**config.mk**
```make
export PLATFORM = sky130hd
export DESIGN_NAME = uart_rx_buffer
export DESIGN_NICKNAME = d
export VERILOG_FILES = /design/src/rtl/uart_rxf_pkg.sv /design/src/rtl/rxf_store.sv /design/src/rtl/rxf_timer.sv /design/src/rtl/uart_rx_buffer.sv
export SDC_FILE = /design/constraint.sdc
export NUM_CORES = 1
export LEC_CHECK = 0
export ABC_AREA = 1
export BUFFER_PORTS_ARGS = -buffer_cell sky130_fd_sc_hd__buf_2
export CAP_MARGIN = 5
export CORE_ASPECT_RATIO = 0.8
export CORE_MARGIN = 2
export CORE_UTILIZATION = 60
export DETAILED_ROUTE_END_ITERATION = 12
export PLACE_DENSITY_LB_ADDON = 0.2
export SLEW_MARGIN = 20
export SYNTH_ARGS = -nofsm -noshare
export SYNTH_HDL_FRONTEND = slang
export SYNTH_SLANG_ARGS = --single-unit
```
**constraint.sdc**
```tcl
create_clock -name clk -period 2.9 [get_ports clk]
set_input_delay 0.58 -clock clk [delete_from_list [all_inputs] [get_ports clk]]
set_output_delay 0.58 -clock clk [all_outputs]
set_load 0.05 [all_outputs]
```
**src/rtl/uart_rxf_pkg.sv**
```systemverilog
package uart_rxf_pkg;

    typedef enum logic [1:0] {
        TRIG_1  = 2'b00,
        TRIG_4  = 2'b01,
        TRIG_8  = 2'b10,
        TRIG_14 = 2'b11
    } trig_code_e;

    typedef struct packed {
        logic       en;
        logic       rx_clr;
        logic       tx_clr;
        trig_code_e trig;
    } fcr_cmd_t;

    // A mode change forces both buffers to be emptied.
    function automatic fcr_cmd_t decode_fcr(input logic [1:0] trig_bits,
                                            input logic [2:0] low_bits,
                                            input logic       cur_en);
        fcr_cmd_t c;
        logic     toggled;
        toggled  = low_bits[0] ^ cur_en;
        c.en     = low_bits[0];
        c.rx_clr = low_bits[1] | toggled;
        c.tx_clr = low_bits[2] | toggled;
        c.trig   = trig_code_e'(trig_bits);
        return c;
    endfunction

    function automatic int unsigned trig_bytes(input trig_code_e code);
        case (code)
            TRIG_1:  return 1;
            TRIG_4:  return 4;
            TRIG_8:  return 8;
            default: return 14;
        endcase
    endfunction

endpackage

```
**src/rtl/rxf_store.sv**
```systemverilog
module rxf_store #(
    parameter int DEPTH = 16,
    parameter int DW    = 8,
    localparam int AW   = (DEPTH > 1) ? $clog2(DEPTH) : 1,
    localparam int CNTW = $clog2(DEPTH + 1)
) (
    input  logic            clk,
    input  logic            rst,
    input  logic            clr,
    input  logic            push_req,
    input  logic            pop_req,
    input  logic [CNTW-1:0] cap,
    input  logic [DW-1:0]   wdata,
    output logic [DW-1:0]   rdata,
    output logic [CNTW-1:0] count,
    output logic            dropped
);

    logic [DW-1:0] mem [DEPTH];
    logic [AW-1:0] wr_ptr, rd_ptr;
    logic          pop_ok, push_ok, full;

    assign full    = (count >= cap);
    assign pop_ok  = pop_req && (count != '0) && !clr;
    assign push_ok = push_req && !clr && (!full || pop_ok);
    assign dropped = push_req && !clr && !push_ok;
    assign rdata   = mem[rd_ptr];

    function automatic logic [AW-1:0] bump(input logic [AW-1:0] p);
        return (p == AW'(DEPTH - 1)) ? '0 : p + 1'b1;
    endfunction

    always_ff @(posedge clk) begin
        if (push_ok) mem[wr_ptr] <= wdata;
    end

    always_ff @(posedge clk) begin
        if (rst || clr) begin
            wr_ptr <= '0;
            rd_ptr <= '0;
            count  <= '0;
        end else begin
            if (push_ok) wr_ptr <= bump(wr_ptr);
            if (pop_ok)  rd_ptr <= bump(rd_ptr);
            case ({push_ok, pop_ok})
                2'b10:   count <= count + 1'b1;
                2'b01:   count <= count - 1'b1;
                default: count <= count;
            endcase
        end
    end

    // the count never exceeds the storage depth
    a_r1_count_bound: assert property (@(posedge clk) disable iff (rst)
        count <= CNTW'(DEPTH));

    // arrival plus read on a non-empty buffer keeps the count
    a_r3_push_pop_hold: assert property (@(posedge clk) disable iff (rst)
        (push_req && pop_req && count != '0 && !clr) |=> (count == $past(count)));

endmodule

```
**src/rtl/rxf_timer.sv**
```systemverilog
module rxf_timer #(
    parameter int CW  = 16,
    localparam int TW = CW + 2
) (
    input  logic          clk,
    input  logic          rst,
    input  logic          cancel,
    input  logic          restart,
    input  logic          clr_pend,
    input  logic [CW-1:0] char_cycles,
    input  logic          nonempty,
    output logic          pend
);

    logic [TW-1:0] remain;
    logic          active;

    always_ff @(posedge clk) begin
        if (rst || cancel) begin
            remain <= '0;
            active <= 1'b0;
            pend   <= 1'b0;
        end else begin
            if (restart) begin
                remain <= {char_cycles, 2'b00};
                active <= 1'b1;
            end else if (active) begin
                if (remain <= TW'(1)) begin
                    active <= 1'b0;
                    if (nonempty) pend <= 1'b1;
                end else begin
                    remain <= remain - 1'b1;
                end
            end
            if (clr_pend) pend <= 1'b0;
        end
    end

    // a timeout only rises while bytes are stored
    a_r7_pend_needs_data: assert property (@(posedge clk) disable iff (rst)
        $rose(pend) |-> nonempty);

    // a buffer read leaves no pending timeout
    a_r8_read_clears_pend: assert property (@(posedge clk) disable iff (rst)
        clr_pend |=> !pend);

endmodule

```
**src/rtl/uart_rx_buffer.sv**
```systemverilog
module uart_rx_buffer
    import uart_rxf_pkg::*;
#(
    parameter int DEPTH = 16,
    parameter int DW    = 8,
    parameter int CW    = 16,
    localparam int CNTW = $clog2(DEPTH + 1)
) (
    input  logic            clk,
    input  logic            rst,
    input  logic            rx_valid,
    input  logic [DW-1:0]   rx_data,
    input  logic            rx_break,
    input  logic            rd_rbr,
    input  logic            rd_lsr,
    input  logic            fcr_wr,
    input  logic [7:0]      fcr_data,
    input  logic [CW-1:0]   char_cycles,
    output logic [DW-1:0]   rbr_data,
    output logic [CNTW-1:0] rx_level,
    output logic            data_ready,
    output logic            overrun_err,
    output logic            break_det,
    output logic            timeout_pend,
    output logic            rx_request,
    output logic            fifo_on,
    output logic            tx_flush
);

    fcr_cmd_t        cmd;
    trig_code_e      trig;
    logic            rx_clr, push_req, dropped, fcr_unused;
    logic [DW-1:0]   push_byte;
    logic [CNTW-1:0] cap;

    assign fcr_unused = ^fcr_data[5:3];
    assign cmd        = decode_fcr(fcr_data[7:6], fcr_data[2:0], fifo_on);
    assign rx_clr     = fcr_wr && cmd.rx_clr;
    assign push_req   = rx_valid || rx_break;
    assign push_byte  = rx_break ? '0 : rx_data;
    assign cap        = fifo_on ? CNTW'(DEPTH) : CNTW'(1);

    rxf_store #(.DEPTH(DEPTH), .DW(DW)) u_store (
        .clk      (clk),
        .rst      (rst),
        .clr      (rx_clr),
        .push_req (push_req),
        .pop_req  (rd_rbr),
        .cap      (cap),
        .wdata    (push_byte),
        .rdata    (rbr_data),
        .count    (rx_level),
        .dropped  (dropped)
    );

    rxf_timer #(.CW(CW)) u_timer (
        .clk         (clk),
        .rst         (rst),
        .cancel      (rx_clr),
        .restart     (fifo_on && (push_req || rd_rbr)),
        .clr_pend    (rd_rbr),
        .char_cycles (char_cycles),
        .nonempty    (rx_level != '0),
        .pend        (timeout_pend)
    );

    assign data_ready = (rx_level != '0);
    assign rx_request = fifo_on ? (32'(rx_level) >= trig_bytes(trig))
                                : (rx_level != '0);

    always_ff @(posedge clk) begin
        if (rst) begin
            fifo_on  <= 1'b0;
            trig     <= TRIG_1;
            tx_flush <= 1'b0;
        end else begin
            tx_flush <= fcr_wr && cmd.tx_clr;
            if (fcr_wr) begin
                fifo_on <= cmd.en;
                trig    <= cmd.trig;
            end
        end
    end

    always_ff @(posedge clk) begin
        if (rst) begin
            overrun_err <= 1'b0;
            break_det   <= 1'b0;
        end else begin
            if (dropped)     overrun_err <= 1'b1;
            else if (rd_lsr) overrun_err <= 1'b0;

            if (rx_break)    break_det <= 1'b1;
            else if (rd_lsr) break_det <= 1'b0;
            else if (rd_rbr && !push_req && rx_level <= CNTW'(1))
                             break_det <= 1'b0;
        end
    end

    // a lost arrival is reported as overrun
    a_r2_overrun_set: assert property (@(posedge clk) disable iff (rst)
        dropped |=> overrun_err);

    // a mode change empties the buffer and requests a transmit flush
    a_r5_mode_flush: assert property (@(posedge clk) disable iff (rst)
        (fcr_wr && fcr_data[0] != fifo_on) |=> (rx_level == '0 && tx_flush));

    // a break marks both break and data available
    a_r9_break_marks: assert property (@(posedge clk) disable iff (rst)
        (rx_break && !rx_clr) |=> (break_det && data_ready));

    // a status read clears the sticky error bits
    a_r10_lsr_clears: assert property (@(posedge clk) disable iff (rst)
        (rd_lsr && !rx_break && !dropped) |=> (!overrun_err && !break_det));

endmodule

```
==> results of run 1 <==
-- flip-flops by register name, summed over array words and instances, names as in the netlist, named ones only --
| name | flops |
|---|---|
| overrun_err | 1 |
| u_store.wr_ptr | 4 |
| u_store.rd_ptr | 4 |
| u_timer.pend | 1 |
| tx_flush | 1 |
| u_timer.active | 1 |
| fifo_on | 1 |
| u_store.mem | 128 |
| break_det | 1 |
| u_timer.remain | 18 |
| u_store.count | 5 |
| trig | 2 |
-- per-stage QoR --
step                      hold WS, ns  utilization  std cells  total power [uW]  setup WS, ns
after global placement         0.4510       0.6619       1057              3782        0.3460
after CTS                      0.3209       0.7042       1088              5906       0.05878
after floorplan                0.4473            -        830              3554       0.02795
after global routing           0.3269       0.7060       1088              6141      0.003032
after detailed placement       0.4559       0.6619       1057              3812        0.2344
final                          0.3273       0.7060       1088              5892        0.1057
-- kinds of logic after synthesis --
group / share of synthesized area
flops: 0.5866
compound gates: 0.1108
fa+ha+maj: 0.02808
xor+xnor: 0.009829
simple gates: 0.2086
buf+inv: 0.05616
-- cells in the final DEF, fill, tap and decap left out, types with 2 or more instances in the layout --
cell type	n
a21oi_1	25
a22o_1	2
buf_2	54
buf_4	28
clkbuf_16	17
clkinv_1	2
clkinv_2	4
clkinv_4	3
clkinvlp_4	2
dfxtp_1	41
edfxtp_1	128
ha_1	18
inv_1	67
inv_2	3
inv_4	2
inv_6	2
nand2_1	119
nand2_2	2
nand2_4	6
nand3_1	49
nand3b_1	4
nand4_1	6
nor2_1	149
nor2_2	6
nor2_4	4
nor2_8	2
nor3_1	14
nor3_2	4
o211ai_1	33
o21ai_0	90
o21ai_1	2
or2_2	3
xnor2_1	2
xor2_1	7
-- layout make-up --
class                      count  area share
inverter                      73     0.03049
clock inverter                14     0.01354
tap                          175     0.02393
sequential                   171      0.5146
timing repair buffer          85     0.05756
clock buffer                  17     0.04649
multi-input combinational    553      0.3134
-- power by group through the flow --
stage | clock network, uW | logic, uW | registers [uW]
detailed placement | 0 | 1020 | 2790
global placement | 0 | 993 | 2790
floorplan | 0 | 741 | 2810
global route | 2240 | 1150 | 2750
finish | 2110 | 1040 | 2740
CTS | 2140 | 1030 | 2740
-- path summary, 6_finish.rpt --
kind / start / endpoint / slack, ns
max: register / rbr_data[2] / 0.11
min: rst / overrun_err / 0.33
max reg2reg: u_store.count[0] / u_store.count[3] / 0.24
min reg2reg: overrun_err / overrun_err / 0.47
-- metal layers --
metal / GRT usage / part of all wire / up-vias
li1: - / - / 2978
met1: 0.3877 / 0.44 / 2944
met2: 0.4080 / 0.45 / 300
met3: 0.06638 / 0.091 / 26
met4: 0.08359 / 0.016 / 0
met5: 0 / 0 / -
-- timing repair --
item                                    CTS  global route
gates resized for setup                   0             6
setup buffers                             0             0
endpoints found under the setup margin    0            11
==> flow_summary.json, run 1 <==
{
  "core_mm2": 0.01296,
  "stdcell_area_mm2": 0.009151,
  "cts_root_buf": "clkbuf_16",
  "first_pass_iters": 6,
  "drt-total-wl_um": 18400,
  "ys_ff_latch": 171,
  "start_util": 0.6187,
  "routed-via-count": 6248,
  "multi_input_area_mm2": 0.002868,
  "drv_cap": 0,
  "ys.flop_type": "edfxtp_1",
  "worst_pin_slew_ns": 0.7333,
  "cts_tree": "built",
  "seqCellArea_mm2": 0.004710,
  "place_congestion": 0.9474,
  "slew_viol_final": 0,
  "hold_buffers": 0,
  "p_per_area_mw_per_mm2": 643.9,
  "postRouteAntennaNets": 0,
  "arrival_ns": 2.21,
  "cp.depth": 6,
  "fin_setup_tns_ns": 0,
  "setup_viol": 0,
  "seq_area_frac_synth": 0.5866,
  "drt_iter0_drc": 674,
  "syn-num-nets": 887,
  "syn_to_final_growth_pct": 14.10,
  "syn_inst": 830,
  "critPathBufInv": 2,
  "fin_nets": 958,
  "period_needed_ns": 2.794,
  "p_int_uw": 4178,
  "rsz0062_at_grt": "false",
  "antennaDiodeCount": 0,
  "min_path_type": "input port to register",
  "grt_start_max_net_pins": 52,
  "synth.top_cells.by_count": "nor2_1 (150), edfxtp_1 (128), nand2_1 (119), o21ai_0 (90), inv_1 (67)",
  "grt_pass1_wl_um": 29470,
  "seqPwrFrac": 0.466,
  "worst_clock_skew_ns": 0.01191,
  "rows": 37,
  "dpl_cell_area_mm2": 0.008579,
  "critical_path.endpoint_type": "output port",
  "cp_slowest_stage_delay_ns": 0.41,
  "place_hpwl_um": 12330,
  "die_x_um": 133.3,
  "synth.distinct_cells": 38,
  "htreeDepth": 4,
  "outcome": "finished, final reports clean",
  "synth_top_area_frac": 0.4793,
  "synth_most_common_cell": "nor2_1",
  "grt_antenna_before_repair": 0,
  "synth.largest_area_cell": "edfxtp_1",
  "yosysWarnings": 0,
  "path_delay_family": "compound AO/OA/AOI/OAI gates",
  "worst_path_most_repeated_cell": "o21ai_0",
  "path_cells": "buf_6 -> o21ai_0 -> o21ai_0 -> o211ai_1 -> nand2_1 -> buf_2",
  "die_h_um": 107.4,
  "p_switching_uw": 1715,
  "grt_use_total": 0.2696,
  "slowest_stage": "dfxtp_1",
  "hold_depth": 2,
  "power_frac_clock": 0.359,
  "synth-async-reset-ratio": 0,
  "ir_worst_vdd_mv": 0.4891,
  "reg2reg_depth": 14,
  "die_area_mm2": 0.01431,
  "syn_area_mm2": 0.008020,
  "route.detailed.drc": 0,
  "clk_pin_slew_ns": 0.06,
  "cts_buffers": 17,
  "grt_overflow_total": 0,
  "synth_area_leaders": "edfxtp_1 (48%), dfxtp_1 (11%), nor2_1 (7.0%)",
  "num-fill-cells": 990,
  "period_share": 0.9636,
  "cp-start-kind": "register",
  "path_max_fanout": 42,
  "fmax_mhz": 357.9,
  "cp_data_required_time_ns": 2.32,
  "port_buffers": 55,
  "switching_share": 0.2910,
  "p_leak_uw": 0.003652,
  "p_comb_frac": 0.176,
  "clkLatencyLatePin_ns": 0.43,
  "cts_buffer_depth": 2,
  "drive_above_1_share": 0.1654,
  "wire_per_inst_um": 16.91,
  "grt_pass1_vias": 5876,
  "synth_edf_count": 128,
  "relSlewSlack": 0.5093,
  "routed_via_density": 5.743,
  "syn_area_per_cell_um2": 9.663,
  "crit_type": "register to output port",
  "hold_viol_final": 0,
  "clock-sinks": 171,
  "num_io_pins": 59
}
Note: power is estimated with default switching activity, not from simulation.
==> run 2: changes to the inputs <==
CTS_BUF_LIST = sky130_fd_sc_hd__clkbuf_4 sky130_fd_sc_hd__clkbuf_8   (was not set)
==> run 2 against run 1 <==
Die area unchanged; core utilization is 1.5 points lower; final cell count stayed put; fmax rose by 0.64%; global-route usage down 0.44 points; first-iteration DRC count fell by 5.0%; sequential share of layout area grew 1.1 points; power down 9.6%.
==> flow_summary.json, run 2 (synthesis gave the netlist of run 1 again) <==
{
  "cp_data_required_time_ns": 2.32,
  "period_needed_ns": 2.777,
  "drt_iter0_drc": 640,
  "fmax_mhz": 360.2,
  "drive_above_1_share": 0.1654,
  "placedCellCount": 1057,
  "rows": 37,
  "holdWs_ns": 0.2994,
  "wl_met1_um": 8133,
  "ir_worst_vdd_mv": 0.4237,
  "grt_antenna_before_repair": 0,
  "die_x_um": 133.3,
  "start_util": 0.6187,
  "grt_start_max_net_pins": 52,
  "critical_path.endpoint_type": "output port",
  "worst_slack_ns": 0.1235,
  "clk_pin_slew_ns": 0.09,
  "worst_pin_slew_ns": 0.7521,
  "worst_clock_skew_ns": 0.008738,
  "cts_setup_buffers": 0,
  "antennaDiodeCount": 0,
  "crit_type": "register to output port",
  "fin_nets": 958,
  "cts_tree": "built",
  "grt_pass1_wl_um": 28990,
  "place_congestion": 0.9474,
  "r2r_start": "u_store.count[0]",
  "fin_total_pwr_uw": 5325,
  "num_io_pins": 59,
  "cts_root_buf": "clkbuf_8",
  "relSlewSlack": 0.4980,
  "period_share": 0.9574,
  "hold_buffers": 0,
  "die_h_um": 107.4,
  "first_pass_iters": 7,
  "min_path_type": "input port to register",
  "wire_per_inst_um": 16.73,
  "syn_to_final_growth_pct": 11.75,
  "die_area_mm2": 0.01431,
  "outcome": "finished, final reports clean",
  "drv_cap": 0,
  "layout_commonest_cell": "nor2_1",
  "route.met2.wl_um": 8207,
  "cts_buffers": 17,
  "path_max_fanout": 51,
  "p_leak_uw": 0.003566,
  "cts_buffer_depth": 2,
  "largest-register": "u_store.mem",
  "top_layer": "met4",
  "routed-via-count": 6181,
  "arrival_ns": 2.20,
  "rsz0062_at_grt": "true",
  "htreeDepth": 4,
  "min_from": "rst",
  "core_mm2": 0.01296,
  "grt_use_total": 0.2652,
  "met3_length_um": 1632,
  "dpl_worst_slack_ns": 0.2344,
  "setup_viol": 0,
  "clkLatencyLatePin_ns": 0.46,
  "largest_register_ffs": 128,
  "grt_pass1_vias": 5752,
  "place_hpwl_um": 12330,
  "p_per_area_mw_per_mm2": 594.1,
  "hold_viol_final": 0,
  "clock-sinks": 171,
  "drt-total-wl_um": 18200,
  "slowest_stage": "dfxtp_1",
  "grt_overflow_total": 0,
  "routed_via_density": 5.681,
  "route.detailed.drc": 0,
  "postRouteAntennaNets": 0,
  "cp_slowest_stage_delay_ns": 0.36,
  "slew_viol_final": 0,
  "final_cell_mix": "nor2_1 (149), edfxtp_1 (128), nand2_1 (119)",
  "port_buffers": 55,
  "path_cells": "inv_4 -> buf_16 -> nor2_1 -> o211ai_1 -> nand3_1 -> nand2_1 -> buf_2",
  "cp-start-kind": "register",
  "reg_top3": "u_store.mem (128), u_timer.remain (18), u_store.count (5)",
  "final_cells": 1088
}
==> run 2: changes by cell type in the layout (fill, tap and decap cells not counted), sizes merged <==
cell | before | now
buf | 84 | 83
clkbuf | 18 | 19
==> run 2: final timing paths <==
kind | to | slack, ns | cells after the start
max | rbr_data[3] | 0.12 | 7
min | overrun_err | 0.30 | 2
max reg2reg | u_store.count[3] | 0.24 | 14
min reg2reg | overrun_err | 0.47 | 2
==> run 2: through the flow <==
stage	setup TNS, ns	instance area [um2]	utilization
finish	0	8962	0.6914
global route	-0.05693	8962	0.6914
CTS	0	8937	0.6895
detailed placement	0	8579	0.6619
global placement	0	8579	0.6619
floorplan	0	8020	-
==> run 2: timing repair <==
| item | CTS | global route |
|---|---|---|
| endpoints found under the hold margin | 0 | 0 |
| gates resized for setup | 0 | 7 |
| setup endpoints to repair | 0 | 10 |
==> run 2: layer usage <==
layer / global-route usage / vias up
li1: - / 2969
met1: 0.3852 / 2924
met2: 0.3991 / 266
met3: 0.06638 / 22
met4: 0.07599 / 0
met5: 0 / -
==> run 2: final cells by class <==
cell class	count	area [um2]
inverters	73	279.0
well taps	175	219.0
clock inverters	14	123.9
repair buffers	85	529.3
multi-input cells	553	2868
flip-flops and latches	171	4710
clock buffers	17	234.0
fillers	1035	4000
==> run 2: critical path: cells and delay by family (launching register included) <==
kind / cells / cell delay [ns]
AO/OA/AOI/OAI: 1 / 0.34
buffers and inverters: 3 / 0.69
flip-flops: 1 / 0.36
AND/OR/NAND/NOR: 3 / 0.34
==> run 2: power breakdown <==
| part | internal, uW | total, uW | switching [uW] |
|---|---|---|---|
| logic | 312 | 1040 | 725 |
| clock network | 677 | 1550 | 872 |
| registers | 2680 | 2740 | 54.3 |
==> run 3: changes to the inputs <==
SYNTH_HIERARCHICAL = 1   (was not set)
==> run 3 against run 2 <==
Sequential share of layout area is 1.6 points lower; clock power is 15% higher; critical path depth is 1 lower; highest routed layer unchanged.
==> flow_summary.json, run 3 <==
{
  "outcome": "finished, final reports clean",
  "synth_edf_count": 128,
  "p_per_area_mw_per_mm2": 604.3,
  "grt_use_total": 0.2617,
  "rows": 38,
  "first_pass_iters": 5,
  "fin_nets": 1014,
  "seqPwrFrac": 0.490,
  "place_hpwl_um": 11890,
  "clk_pin_slew_ns": 0.09,
  "worst_clock_skew_ns": 0.01160,
  "p_leak_uw": 0.003795,
  "place_congestion": 0.9016,
  "wire_per_inst_um": 15.85,
  "cts_buffers": 17,
  "clock-sinks": 171,
  "period_needed_ns": 2.797,
  "ys.flop_type": "edfxtp_1",
  "drt-total-wl_um": 18190,
  "synth_area_leaders": "edfxtp_1 (47%), dfxtp_1 (10%), nor2_1 (9.5%)",
  "core_mm2": 0.01350,
  "largest_register_ffs": 128,
  "top_layer": "met4",
  "synth.largest_area_cell": "edfxtp_1",
  "clkLatencyLatePin_ns": 0.46,
  "yosysWarnings": 6,
  "placedCellCount": 1116,
  "critical_path.endpoint_type": "output port",
  "wl_met1_um": 8477,
  "crit_type": "register to output port",
  "port_buffers": 55,
  "relSlewSlack": 0.4889,
  "final_cell_mix": "nor2_1 (204), edfxtp_1 (128), nand2_1 (119)",
  "routed-via-count": 6178,
  "syn_to_final_growth_pct": 12.29,
  "synth.top_cells.by_count": "nor2_1 (208), edfxtp_1 (128), nand2_1 (119), inv_1 (87), o21ai_0 (67)",
  "start_util": 0.6101,
  "hold_viol_final": 0,
  "postRouteAntennaNets": 0,
  "num_io_pins": 59,
  "cts_root_buf": "clkbuf_8",
  "p_int_uw": 3878,
  "cts_buffer_depth": 2,
  "drv_cap": 0,
  "ir_worst_vdd_mv": 0.4642,
  "antennaDiodeCount": 0,
  "worst_pin_slew_ns": 0.7659,
  "setup_viol": 0,
  "met3_length_um": 1240,
  "drive_above_1_share": 0.1694,
  "route.detailed.drc": 0,
  "cp-start-kind": "register",
  "grt_antenna_before_repair": 0,
  "reg_top3": "u_store/mem (128), u_timer/remain (18), u_store/count (5)",
  "slew_viol_final": 0,
  "grt_start_max_net_pins": 65,
  "rsz0062_at_grt": "false",
  "largest-register": "u_store/mem",
  "period_share": 0.9646,
  "cp_data_required_time_ns": 2.32,
  "synth_top_area_frac": 0.4666,
  "power_frac_clock": 0.318,
  "grt_pass1_vias": 5744,
  "ys_ff_latch": 171,
  "grt_pass1_wl_um": 28820,
  "layout_commonest_cell": "nor2_1",
  "p_comb_frac": 0.192,
  "syn_area_mm2": 0.008238,
  "path_max_fanout": 58,
  "min_path_type": "input port to register",
  "final_cells": 1148,
  "cts_tree": "built",
  "routed_via_density": 5.382,
  "synth_most_common_cell": "nor2_1",
  "grt_overflow_total": 0,
  "seq_area_frac_synth": 0.5711,
  "fmax_mhz": 357.5,
  "route.met2.wl_um": 8232,
  "p_switching_uw": 1711,
  "r2r_slack_ns": 0.66,
  "synth.distinct_cells": 40,
  "die_area_mm2": 0.01469,
  "synth-async-reset-ratio": 0,
  "syn_inst": 882,
  "die_h_um": 108.8,
  "htreeDepth": 4,
  "arrival_ns": 2.22,
  "drt_iter0_drc": 795,
  "syn_area_per_cell_um2": 9.340,
  "die_x_um": 135.0,
  "fin_setup_tns_ns": 0,
  "holdWs_ns": 0.3293,
  "switching_share": 0.3061
}
run 3: changes by cell type in the layout (fill, tap and decap cells not counted), moves of 5 or more:
cell / before / now
nor2_2: 6 / 12
nand3_1: 49 / 42
o21ai_0: 90 / 67
inv_1: 67 / 87
nor3_1: 14 / 2
o211ai_1: 33 / 27
nor2_1: 149 / 204
o21ai_1: 2 / 18
o211ai_2: 0 / 5
run 3: cell type report:
cell class              instances  area, um2
repair buffers                 84      533.0
inverters                      92      360.3
well taps                     180      225.2
fillers                      1056       4253
flip-flops and latches        171       4710
multi-input cells             589       2999
clock buffers                  17      234.0
clock inverters                15      188.9
run 3: per-stage QoR:
stage | util | power (uW) | worst slack, ns | instance area (um2)
after floorplan | - | 3582 | 0.1651 | 8245
after global placement | 0.6524 | 3825 | 0.4052 | 8810
after detailed placement | 0.6524 | 3850 | 0.4005 | 8810
after CTS | 0.6837 | 5609 | 0.06914 | 9233
after global routing | 0.6850 | 5854 | 0.02858 | 9250
final | 0.6850 | 5590 | 0.1027 | 9250
run 3: routing by layer:
| layer | GRT usage | up-vias |
|---|---|---|
| met3 | 0.05579 | 20 |
| met4 | 0.07738 | 0 |
| met5 | 0 | - |
| li1 | - | 3085 |
| met1 | 0.3795 | 2878 |
| met2 | 0.4017 | 195 |
run 3: kinds of logic after synthesis:
family,after synthesis,share of synthesized area
simple gates,412,0.2180
xor+xnor,10,0.01063
flops,171,0.5711
fa+ha+maj,20,0.03129
compound gates,144,0.1016
other cells,1,0.0004552
buf+inv,124,0.06698
run 3: final timing paths:
path,to,cells after the start,from
worst min register to register,u_store/rd_ptr[2],2,u_store/rd_ptr[2]
worst min-delay path,break_det,2,rst
worst max-delay path,rbr_data[4],6,register
worst max register to register,u_store/mem[7][3],12,fifo_on
run 3: worst max-delay path: stages, from the launching register on:
cell and delay [ns]:
dfxtp_4 0.44, buf_12 0.26, o21ai_0 0.13, o211ai_1 0.34, nand3_1 0.20, nand2_1 0.10
buf_2 0.26
run 3: repair_timing:
item	4_1_cts	5_1_grt
hold buffers	0	0
buffers inserted	0	0
resized for setup	0	3
endpoints found under the setup margin	0	3
run 3: power groups by stage:
stage	clock network (uW)	logic [uW]	registers [uW]
6_report	1780	1070	2740
5_1_grt	1920	1190	2750
4_1_cts	1800	1060	2740
3_5_place_dp	0	1050	2800
3_3_place_gp	0	1030	2800
2_1_floorplan	0	761	2820
